File: src/rtl/cbb_pkg.sv
package cbb_pkg;

    typedef enum logic [1:0] {
        ST_IDLE        = 2'd0,
        ST_ADDR_LOADED = 2'd1,
        ST_BUSY        = 2'd2,
        ST_DONE        = 2'd3
    } cbb_state_e;

    localparam logic SEL_ADDR = 1'b0;
    localparam logic SEL_DATA = 1'b1;

endpackage

File: src/rtl/cbb_ctrl.sv
module cbb_ctrl
    import cbb_pkg::*;
(
    input  logic clk,
    input  logic rst_n,
    input  logic c_addr_we,
    input  logic c_rd_op,
    input  logic data_ld,
    input  logic bus_end,
    output logic load_open,
    output logic busy,
    output logic op_wr,
    output logic finish,
    output logic c_stall,
    output logic c_ready
);

    cbb_state_e state_q;
    cbb_state_e state_d;
    logic       launch;

    // launch decision: read line has priority over a loaded data word
    always_comb begin
        launch = (state_q == ST_ADDR_LOADED) && (c_rd_op || data_ld);
    end

    always_comb begin
        state_d = state_q;
        unique case (state_q)
            ST_IDLE: begin
                if (c_addr_we) begin
                    state_d = ST_ADDR_LOADED;
                end
            end
            ST_ADDR_LOADED: begin
                if (launch) begin
                    state_d = ST_BUSY;
                end
            end
            ST_BUSY: begin
                if (bus_end) begin
                    state_d = ST_DONE;
                end
            end
            ST_DONE: begin
                state_d = ST_IDLE;
            end
            default: begin
                state_d = ST_IDLE;
            end
        endcase
    end

    always_ff @(posedge clk) begin
        if (!rst_n) begin
            state_q <= ST_IDLE;
            op_wr   <= 1'b0;
        end else begin
            state_q <= state_d;
            if (launch) begin
                op_wr <= !c_rd_op;
            end
        end
    end

    always_comb begin
        load_open = 1'b0;
        busy      = 1'b0;
        finish    = 1'b0;
        c_stall   = 1'b0;
        c_ready   = 1'b0;
        unique case (state_q)
            ST_IDLE: begin
                load_open = 1'b1;
            end
            ST_ADDR_LOADED: begin
                load_open = 1'b1;
            end
            ST_BUSY: begin
                busy    = 1'b1;
                c_stall = 1'b1;
                finish  = bus_end;
            end
            ST_DONE: begin
                c_ready = 1'b1;
            end
            default: begin
                load_open = 1'b0;
            end
        endcase
    end

    AST_READY_ONE_CYCLE: assert property (@(posedge clk) disable iff (!rst_n)
        c_ready |=> !c_ready);

    AST_READY_AFTER_END: assert property (@(posedge clk) disable iff (!rst_n)
        c_ready |-> $past(bus_end));

    AST_STALL_TILL_END: assert property (@(posedge clk) disable iff (!rst_n)
        (c_stall && !bus_end) |=> c_stall);

endmodule

File: src/rtl/cbb_regs.sv
module cbb_regs
    import cbb_pkg::*;
#(
    parameter int ADDR_W = 30,
    parameter int DATA_W = 32
) (
    input  logic              clk,
    input  logic              rst_n,
    input  logic              load_open,
    input  logic              c_addr_we,
    input  logic [ADDR_W-1:0] c_addr_wdata,
    input  logic              c_data_we,
    input  logic [DATA_W-1:0] c_data_wdata,
    input  logic              sw_we,
    input  logic              sw_sel,
    input  logic [DATA_W-1:0] sw_wdata,
    input  logic              sw_rsel,
    input  logic              capture,
    input  logic              capture_zero,
    input  logic [DATA_W-1:0] bus_rdata,
    input  logic              finish,
    output logic [ADDR_W-1:0] addr_q,
    output logic [DATA_W-1:0] data_q,
    output logic              data_ld,
    output logic [DATA_W-1:0] sw_rdata
);

    logic cache_addr_wr;
    logic cache_data_wr;
    logic soft_addr_wr;

    always_comb begin
        cache_addr_wr = load_open && c_addr_we;
        cache_data_wr = load_open && c_data_we;
        soft_addr_wr  = load_open && sw_we && (sw_sel == SEL_ADDR) && !c_addr_we;
    end

    // address register: cache load first, software load second
    always_ff @(posedge clk) begin
        if (!rst_n) begin
            addr_q <= '0;
        end else if (cache_addr_wr) begin
            addr_q <= c_addr_wdata;
        end else if (soft_addr_wr) begin
            addr_q <= sw_wdata[ADDR_W-1:0];
        end
    end

    // data register: bus capture or cache load; software writes never land
    always_ff @(posedge clk) begin
        if (!rst_n) begin
            data_q <= '0;
        end else if (capture) begin
            data_q <= capture_zero ? '0 : bus_rdata;
        end else if (cache_data_wr) begin
            data_q <= c_data_wdata;
        end
    end

    always_ff @(posedge clk) begin
        if (!rst_n) begin
            data_ld <= 1'b0;
        end else if (finish) begin
            data_ld <= 1'b0;
        end else if (cache_data_wr) begin
            data_ld <= 1'b1;
        end
    end

    always_comb begin
        sw_rdata = (sw_rsel == SEL_DATA) ? data_q : DATA_W'(addr_q);
    end

    AST_SW_DATA_IGNORED: assert property (@(posedge clk) disable iff (!rst_n)
        (sw_we && sw_sel == SEL_DATA && !c_data_we && !capture) |=> $stable(data_q));

endmodule

File: src/rtl/cbb_master.sv
module cbb_master #(
    parameter int ADDR_W = 30,
    parameter int DATA_W = 32
) (
    input  logic              clk,
    input  logic              rst_n,
    input  logic              busy,
    input  logic              op_wr,
    input  logic [ADDR_W-1:0] addr_q,
    input  logic [DATA_W-1:0] data_q,
    input  logic              m_done,
    input  logic              m_abort,
    output logic              m_req,
    output logic              m_we,
    output logic [ADDR_W-1:0] m_addr,
    output logic [DATA_W-1:0] m_wdata,
    output logic              bus_end,
    output logic              capture,
    output logic              capture_zero
);

    always_comb begin
        m_req        = busy;
        m_we         = busy && op_wr;
        m_addr       = addr_q;
        m_wdata      = data_q;
        bus_end      = busy && (m_done || m_abort);
        capture      = bus_end && !op_wr;
        capture_zero = m_abort;
    end

    AST_REQ_HOLD: assert property (@(posedge clk) disable iff (!rst_n)
        (m_req && !m_done && !m_abort) |=>
            (m_req && $stable(m_we) && $stable(m_addr) && $stable(m_wdata)));

endmodule

File: src/rtl/cache_bus_bridge.sv
module cache_bus_bridge #(
    parameter int ADDR_W = 30,
    parameter int DATA_W = 32
) (
    input  logic              clk,
    input  logic              rst_n,
    input  logic              c_addr_we,
    input  logic [ADDR_W-1:0] c_addr_wdata,
    input  logic              c_data_we,
    input  logic [DATA_W-1:0] c_data_wdata,
    input  logic              c_rd_op,
    output logic              c_stall,
    output logic              c_ready,
    output logic [DATA_W-1:0] c_rdata,
    input  logic              sw_we,
    input  logic              sw_sel,
    input  logic [DATA_W-1:0] sw_wdata,
    input  logic              sw_rsel,
    output logic [DATA_W-1:0] sw_rdata,
    output logic              m_req,
    output logic              m_we,
    output logic [ADDR_W-1:0] m_addr,
    output logic [DATA_W-1:0] m_wdata,
    input  logic [DATA_W-1:0] m_rdata,
    input  logic              m_done,
    input  logic              m_abort
);

    logic              load_open;
    logic              busy;
    logic              op_wr;
    logic              finish;
    logic              bus_end;
    logic              capture;
    logic              capture_zero;
    logic              data_ld;
    logic [ADDR_W-1:0] addr_q;
    logic [DATA_W-1:0] data_q;

    cbb_ctrl u_ctrl (
        .clk       (clk),
        .rst_n     (rst_n),
        .c_addr_we (c_addr_we),
        .c_rd_op   (c_rd_op),
        .data_ld   (data_ld),
        .bus_end   (bus_end),
        .load_open (load_open),
        .busy      (busy),
        .op_wr     (op_wr),
        .finish    (finish),
        .c_stall   (c_stall),
        .c_ready   (c_ready)
    );

    cbb_regs #(.ADDR_W(ADDR_W), .DATA_W(DATA_W)) u_regs (
        .clk          (clk),
        .rst_n        (rst_n),
        .load_open    (load_open),
        .c_addr_we    (c_addr_we),
        .c_addr_wdata (c_addr_wdata),
        .c_data_we    (c_data_we),
        .c_data_wdata (c_data_wdata),
        .sw_we        (sw_we),
        .sw_sel       (sw_sel),
        .sw_wdata     (sw_wdata),
        .sw_rsel      (sw_rsel),
        .capture      (capture),
        .capture_zero (capture_zero),
        .bus_rdata    (m_rdata),
        .finish       (finish),
        .addr_q       (addr_q),
        .data_q       (data_q),
        .data_ld      (data_ld),
        .sw_rdata     (sw_rdata)
    );

    cbb_master #(.ADDR_W(ADDR_W), .DATA_W(DATA_W)) u_master (
        .clk          (clk),
        .rst_n        (rst_n),
        .busy         (busy),
        .op_wr        (op_wr),
        .addr_q       (addr_q),
        .data_q       (data_q),
        .m_done       (m_done),
        .m_abort      (m_abort),
        .m_req        (m_req),
        .m_we         (m_we),
        .m_addr       (m_addr),
        .m_wdata      (m_wdata),
        .bus_end      (bus_end),
        .capture      (capture),
        .capture_zero (capture_zero)
    );

    assign c_rdata = data_q;

    AST_ABORT_ZERO: assert property (@(posedge clk) disable iff (!rst_n)
        (m_req && !m_we && m_abort) |=> (c_rdata == '0));

    AST_READ_NOT_WE: assert property (@(posedge clk) disable iff (!rst_n)
        ($rose(m_req) && $past(c_rd_op)) |-> !m_we);

endmodule

File: config.mk
export PLATFORM = sky130hd
export DESIGN_NAME = cache_bus_bridge
export DESIGN_NICKNAME = d
export VERILOG_FILES = /design/src/rtl/cbb_pkg.sv /design/src/rtl/cbb_ctrl.sv /design/src/rtl/cbb_regs.sv /design/src/rtl/cbb_master.sv /design/src/rtl/cache_bus_bridge.sv
export SDC_FILE = /design/constraint.sdc
export NUM_CORES = 1
export LEC_CHECK = 0
export CORE_MARGIN = 10
export CORE_UTILIZATION = 38
export CTS_CLUSTER_DIAMETER = 100
export DETAILED_ROUTE_END_ITERATION = 8
export PLACE_DENSITY = 0.9
export SETUP_SLACK_MARGIN = 0.3
export SLEW_MARGIN = 20
export SYNTH_ARGS = -nofsm -noshare
export SYNTH_HDL_FRONTEND = slang
export SYNTH_SLANG_ARGS = --single-unit
File: constraint.sdc
create_clock -name clk -period 3.3 [get_ports clk]
set_input_delay 0.66 -clock clk [delete_from_list [all_inputs] [get_ports clk]]
set_output_delay 0.66 -clock clk [all_outputs]
set_load 0.005 [all_outputs]
-- Yosys cells after proc, flatten, opt, wreduce, memory -nomap -nowiden
Cells that the tools add are included.
- shift-type cells: 0
- reductions and logical operators: 20
- bitwise logic cells: 2
- muxes and demuxes: 14
- eq/ne operators: 6
- $mul: 0
- add/sub/neg operators: 0
- magnitude comparators: 0
- divide/modulo/power cells: 0
- operators with widths (cell ; count):
    32-bit 2-to-1 mux ; 4
    30-bit 2-to-1 mux ; 2
    1-bit logical AND ; 9
    2-bit case mux with 4 select lines ; 1
    2-bit 2-to-1 mux ; 3
    2-bit equality test (second input constant) ; 2
    1-bit 2-to-1 mux ; 4
    2-bit by 1-bit inequality test with 1-bit output (second input constant) ; 2
    2-bit nonzero test ; 2
    2-bit OR reduction ; 2
    1-bit logical NOT ; 3
    3-bit AND reduction ; 1
    2-bit by 1-bit equality test with 1-bit output (second input constant) ; 1
    2-bit logical NOT ; 1
    1-bit logical OR ; 2
    2-bit inequality test (second input constant) ; 1
    1-bit inverter ; 2
- flip-flop bits (word level): 66
- memories kept: 0
- memory bits (writable): 0
- bits of input ports: 136
- ROM bits: 0
- latch bits: 0

-- Depth between registers and ports, before layout
- depth in word-level cells: 8
- gate-level depth with buffers: 8
- depth with buffers taken out: 6

-- By module
From an unflattened synthesis, not the netlist that was laid out.
- cell total of the unflattened synthesis: 485
- area total of the unflattened synthesis: 4209.0 µm²
- by module, submodules not included (module ; area an instance (µm²) ; instances ; cells an instance ; seq. area each (µm²)):
    cbb_regs ; 3473.3 ; 1 ; 392 ; 1261.2
    cbb_master ; 508.0 ; 1 ; 67 ; 0.0
    cbb_ctrl ; 227.7 ; 1 ; 26 ; 60.1

-- Worst setup path before layout
OpenSTA, ideal clock, no wires.
- path type: in2out
- start point: input sw_rsel
- end point: output sw_rdata[19]
- required time: 2.640 ns
- data arrival time: 1.522 ns
- slack: 1.118 ns
- stages on the path: 3
- cells stage by stage: clkbuf_1 > buf_1 > mux2_2
- cells in the longest elaborated chain, start to end: 1
- RTL lines (item ; line ; RTL):
    start: declaration ; cache_bus_bridge.sv:18 ; input logic sw_rsel,
    32-bit 2-to-1 mux ; cbb_regs.sv:71 ; sw_rdata = (sw_rsel == SEL_DATA) ? data_q : DATA_W'(addr_q);
    end: declaration ; cache_bus_bridge.sv:19 ; output logic [DATA_W-1:0] sw_rdata,
No other way between the ends.

-- Worst setup path in the final report
- start point: input sw_rsel
- end point: output sw_rdata[22]
Same word-level chain as after synthesis.

==> results_dict.tcl <==
set metrics [dict create \
    drive_above_1_share_pct 9.12 \
    h-tree-depth 3 \
    min_period_over_period_pct 81.5 \
    worstSetupStartpointType "input pin" \
    synth_enable_flop_cells 0 \
    netlist_area_um2 3740 \
    cts_made_buffers 9 \
    synth.top_cell.area_share_pct 35.4 \
    max_freq_mhz 372 \
    drc 0 \
    tightestPinTransition_ps 962 \
    grt_setup_unrepaired "false" \
    power.share.sequential_pct 30.4 \
    routedWlPerCell_um 20.7 \
    synth_nets 584 \
    power_switching_share_pct 36.1 \
    cts_max_path_buffers 2 \
    pwr-share-clk_pct 15.4 \
    num_antenna_cells 0 \
    critPathKind "input pin to output pin" \
    max_cap_violations 0 \
    setup_viol 0 \
    area_growth_pct 71.9 \
    routed-via-count 4150 \
    drt-initial-drc-count 348 \
    grt_pass1_wl_mm 24.8 \
    ys_ff_latch 66 \
    dp_hpwl_mm 12.9 \
    hold_class "register to register" \
    power_density_nw_per_um2 699 \
    cp_max_fo 32 \
    cell_internal_pwr_uw 2870 \
    io_buffers 263 \
    slew_viol_final 0 \
    n_fill_cell 754 \
    root_buffer "clkbuf_8" \
    avgViaCountPerCell 5.25 \
    cp.arrival_ps 2030 \
    required_ps 2640 \
    tritoncts_num_sinks 66 \
    leakagePower_uw 0.00239 \
    final_net_count 796 \
    die_w_um 119 \
    skew_ps 6.60 \
    ys_seq_area_share_pct 35.4 \
    drt_wl_total_mm 16.4 \
    async_reset_ff_share_pct 0 \
    ys_types 33 \
    gr-total-overflow 0 \
    peakVddDrop_v 0.000430 \
    place_inst 775 \
    dr.pass1.iters 4 \
    timing.final.ws_setup_ps 612 \
    synth_warnings 0 \
    fin_tns_setup_ps 0 \
    synthTopCellsByArea "dfxtp_1 35%, nand2_1 8.2%, mux2_2 7.2%" \
    die_area_um2 14200 \
    antenna_found_initial 0 \
    ios 266 \
    fin_cells 791 \
    relSlewSlack_pct 35.9 \
    syn_avg_cell_area_um2 8.47 \
    p_switching_uw 1620 \
    cts_tree "yes" \
    start_util_pct 38.6 \
    post_cts.repair.setup_buffers 0 \
    run_status "completed" \
    cp-end-kind "output pin" \
    netlist_instances 441 \
    grt_pass1_vias 4290 \
    final_util_pct 66.3 \
    clock_latency_ps 340 \
    pre_cts_slack_ps 614 \
    synth_area_leader_cell "dfxtp_1" \
    path_clk_slew_ps 70 \
    grtUsageTotal_pct 21.6 \
    synthFlopType "dfxtp_1" \
    grt_max_degree 41 \
    hold_viol 0 \
    ctsHoldBuffers 0 \
    gp_congestion 0.801 \
    fp-row-count 36 \
    combPwrFrac_pct 54.2 \
    layout_min_cycle_time_ps 2690 \
    core_um2 9680 \
    drtAntennaViolNets 0 \
    dieHeight_um 119 \
    post_cts_resized 0 \
]
routing by layer:
metal,share of wire [%],track usage [%],vias to the layer above,wire length (µm)
met2,52,39.6,189,8500
li1,-,-,1975,-
met5,0,0,-,0
met3,8.9,8.36,16,1460
met1,38,23.3,1970,6250
met4,0.95,3.36,0,155
cell usage after synthesis (3+ instances only):
master / instances
buf_4: 34
mux2_1: 6
clkbuf_1: 26
nor2b_1: 11
ha_1: 7
a31oi_1: 16
dfxtp_1: 66
inv_1: 3
and2b_1: 7
o21ai_0: 15
a21boi_0: 30
buf_2: 9
buf_6: 3
o311a_1: 16
mux2_2: 24
and2_1: 3
nor2_1: 19
o21ai_1: 21
nand2_1: 82
o221ai_1: 30
cell usage in the layout, fill, tap and decap left out, types with 2 or more instances in the layout:
cell type and count:
ha_1 7, nor2_1 18, clkdlybuf4s50_1 261, mux2_2 24, and2_1 3, nor2b_1 10
dfxtp_1 66, a21boi_0 30, buf_4 10, clkbuf_8 10, inv_1 3, clkinv_2 2
mux2_1 6, nand2_1 82, o21ai_0 15, o311a_1 16, nor2_2 2, o21ai_1 20
a31oi_1 16, and2b_1 7, buf_2 2, o221ai_1 30
critical path: stages:
cell,delay [ps]
buf_2,70
buf_4,390
mux2_2,410
clkdlybuf4s50_1,470
kinds of logic after synthesis:
group	count (synthesis)	share of synthesized area, %
DFF	66	35.4
buffers and inverters	76	12.0
and+or+nand+nor	128	15.2
muxes	30	9.04
adders and majority gates	7	2.34
AOI/OAI and AO/OA	134	26.1
path summary, 6_finish.rpt:
check	startpoint	end	slack, ps	cells past startpoint
worst max-delay path	sw_rsel	sw_rdata[22]	610	4
worst min-delay path	u_regs.addr_q[19]$_SDFFE_PN0P_	u_regs.addr_q[19]$_SDFFE_PN0P_	480	2
worst max register to register	u_ctrl.state_q[0]$_SDFFE_PN0P_	u_regs.data_q[0]$_SDFFE_PN0P_	750	7
worst min register to register	u_regs.addr_q[19]$_SDFFE_PN0P_	u_regs.addr_q[19]$_SDFFE_PN0P_	480	2
power groups by stage:
stage	Clock [µW]	Sequential, µW	Combinational, µW
after floorplan	0	1300	1130
after global placement	0	1360	2370
after detailed placement	0	1380	2450
after CTS	711	1360	2460
after global routing	739	1410	2620
final	693	1360	2430
state kept, by name, summed over array words and instances, names as in the netlist:
register,count
u_regs.data_ld,1
u_ctrl.op_wr,1
u_regs.data_q,32
u_regs.addr_q,30
u_ctrl.state_q,2
cell type report:
class | instances | area [µm²] | area share (%)
clock buffers | 10 | 138 | 2.14
inverters | 3 | 11.3 | 0.175
repair buffers | 274 | 2720 | 42.3
well taps | 133 | 166 | 2.59
clock inverters | 6 | 65.1 | 1.01
flip-flops and latches | 66 | 1320 | 20.6
multi-input cells | 299 | 2010 | 31.2
metrics by stage:
stage          total power (µW)  hold slack (ps)  instance area (µm²)
5_1_grt                    4760              513                 6420
3_5_place_dp               3830              467                 6220
2_1_floorplan              2420              466                 3740
6_report                   4490              475                 6420
3_3_place_gp               3730              461                 6220
4_1_cts                    4540              477                 6420
No activity file was read; power rests on OpenSTA's default activity.
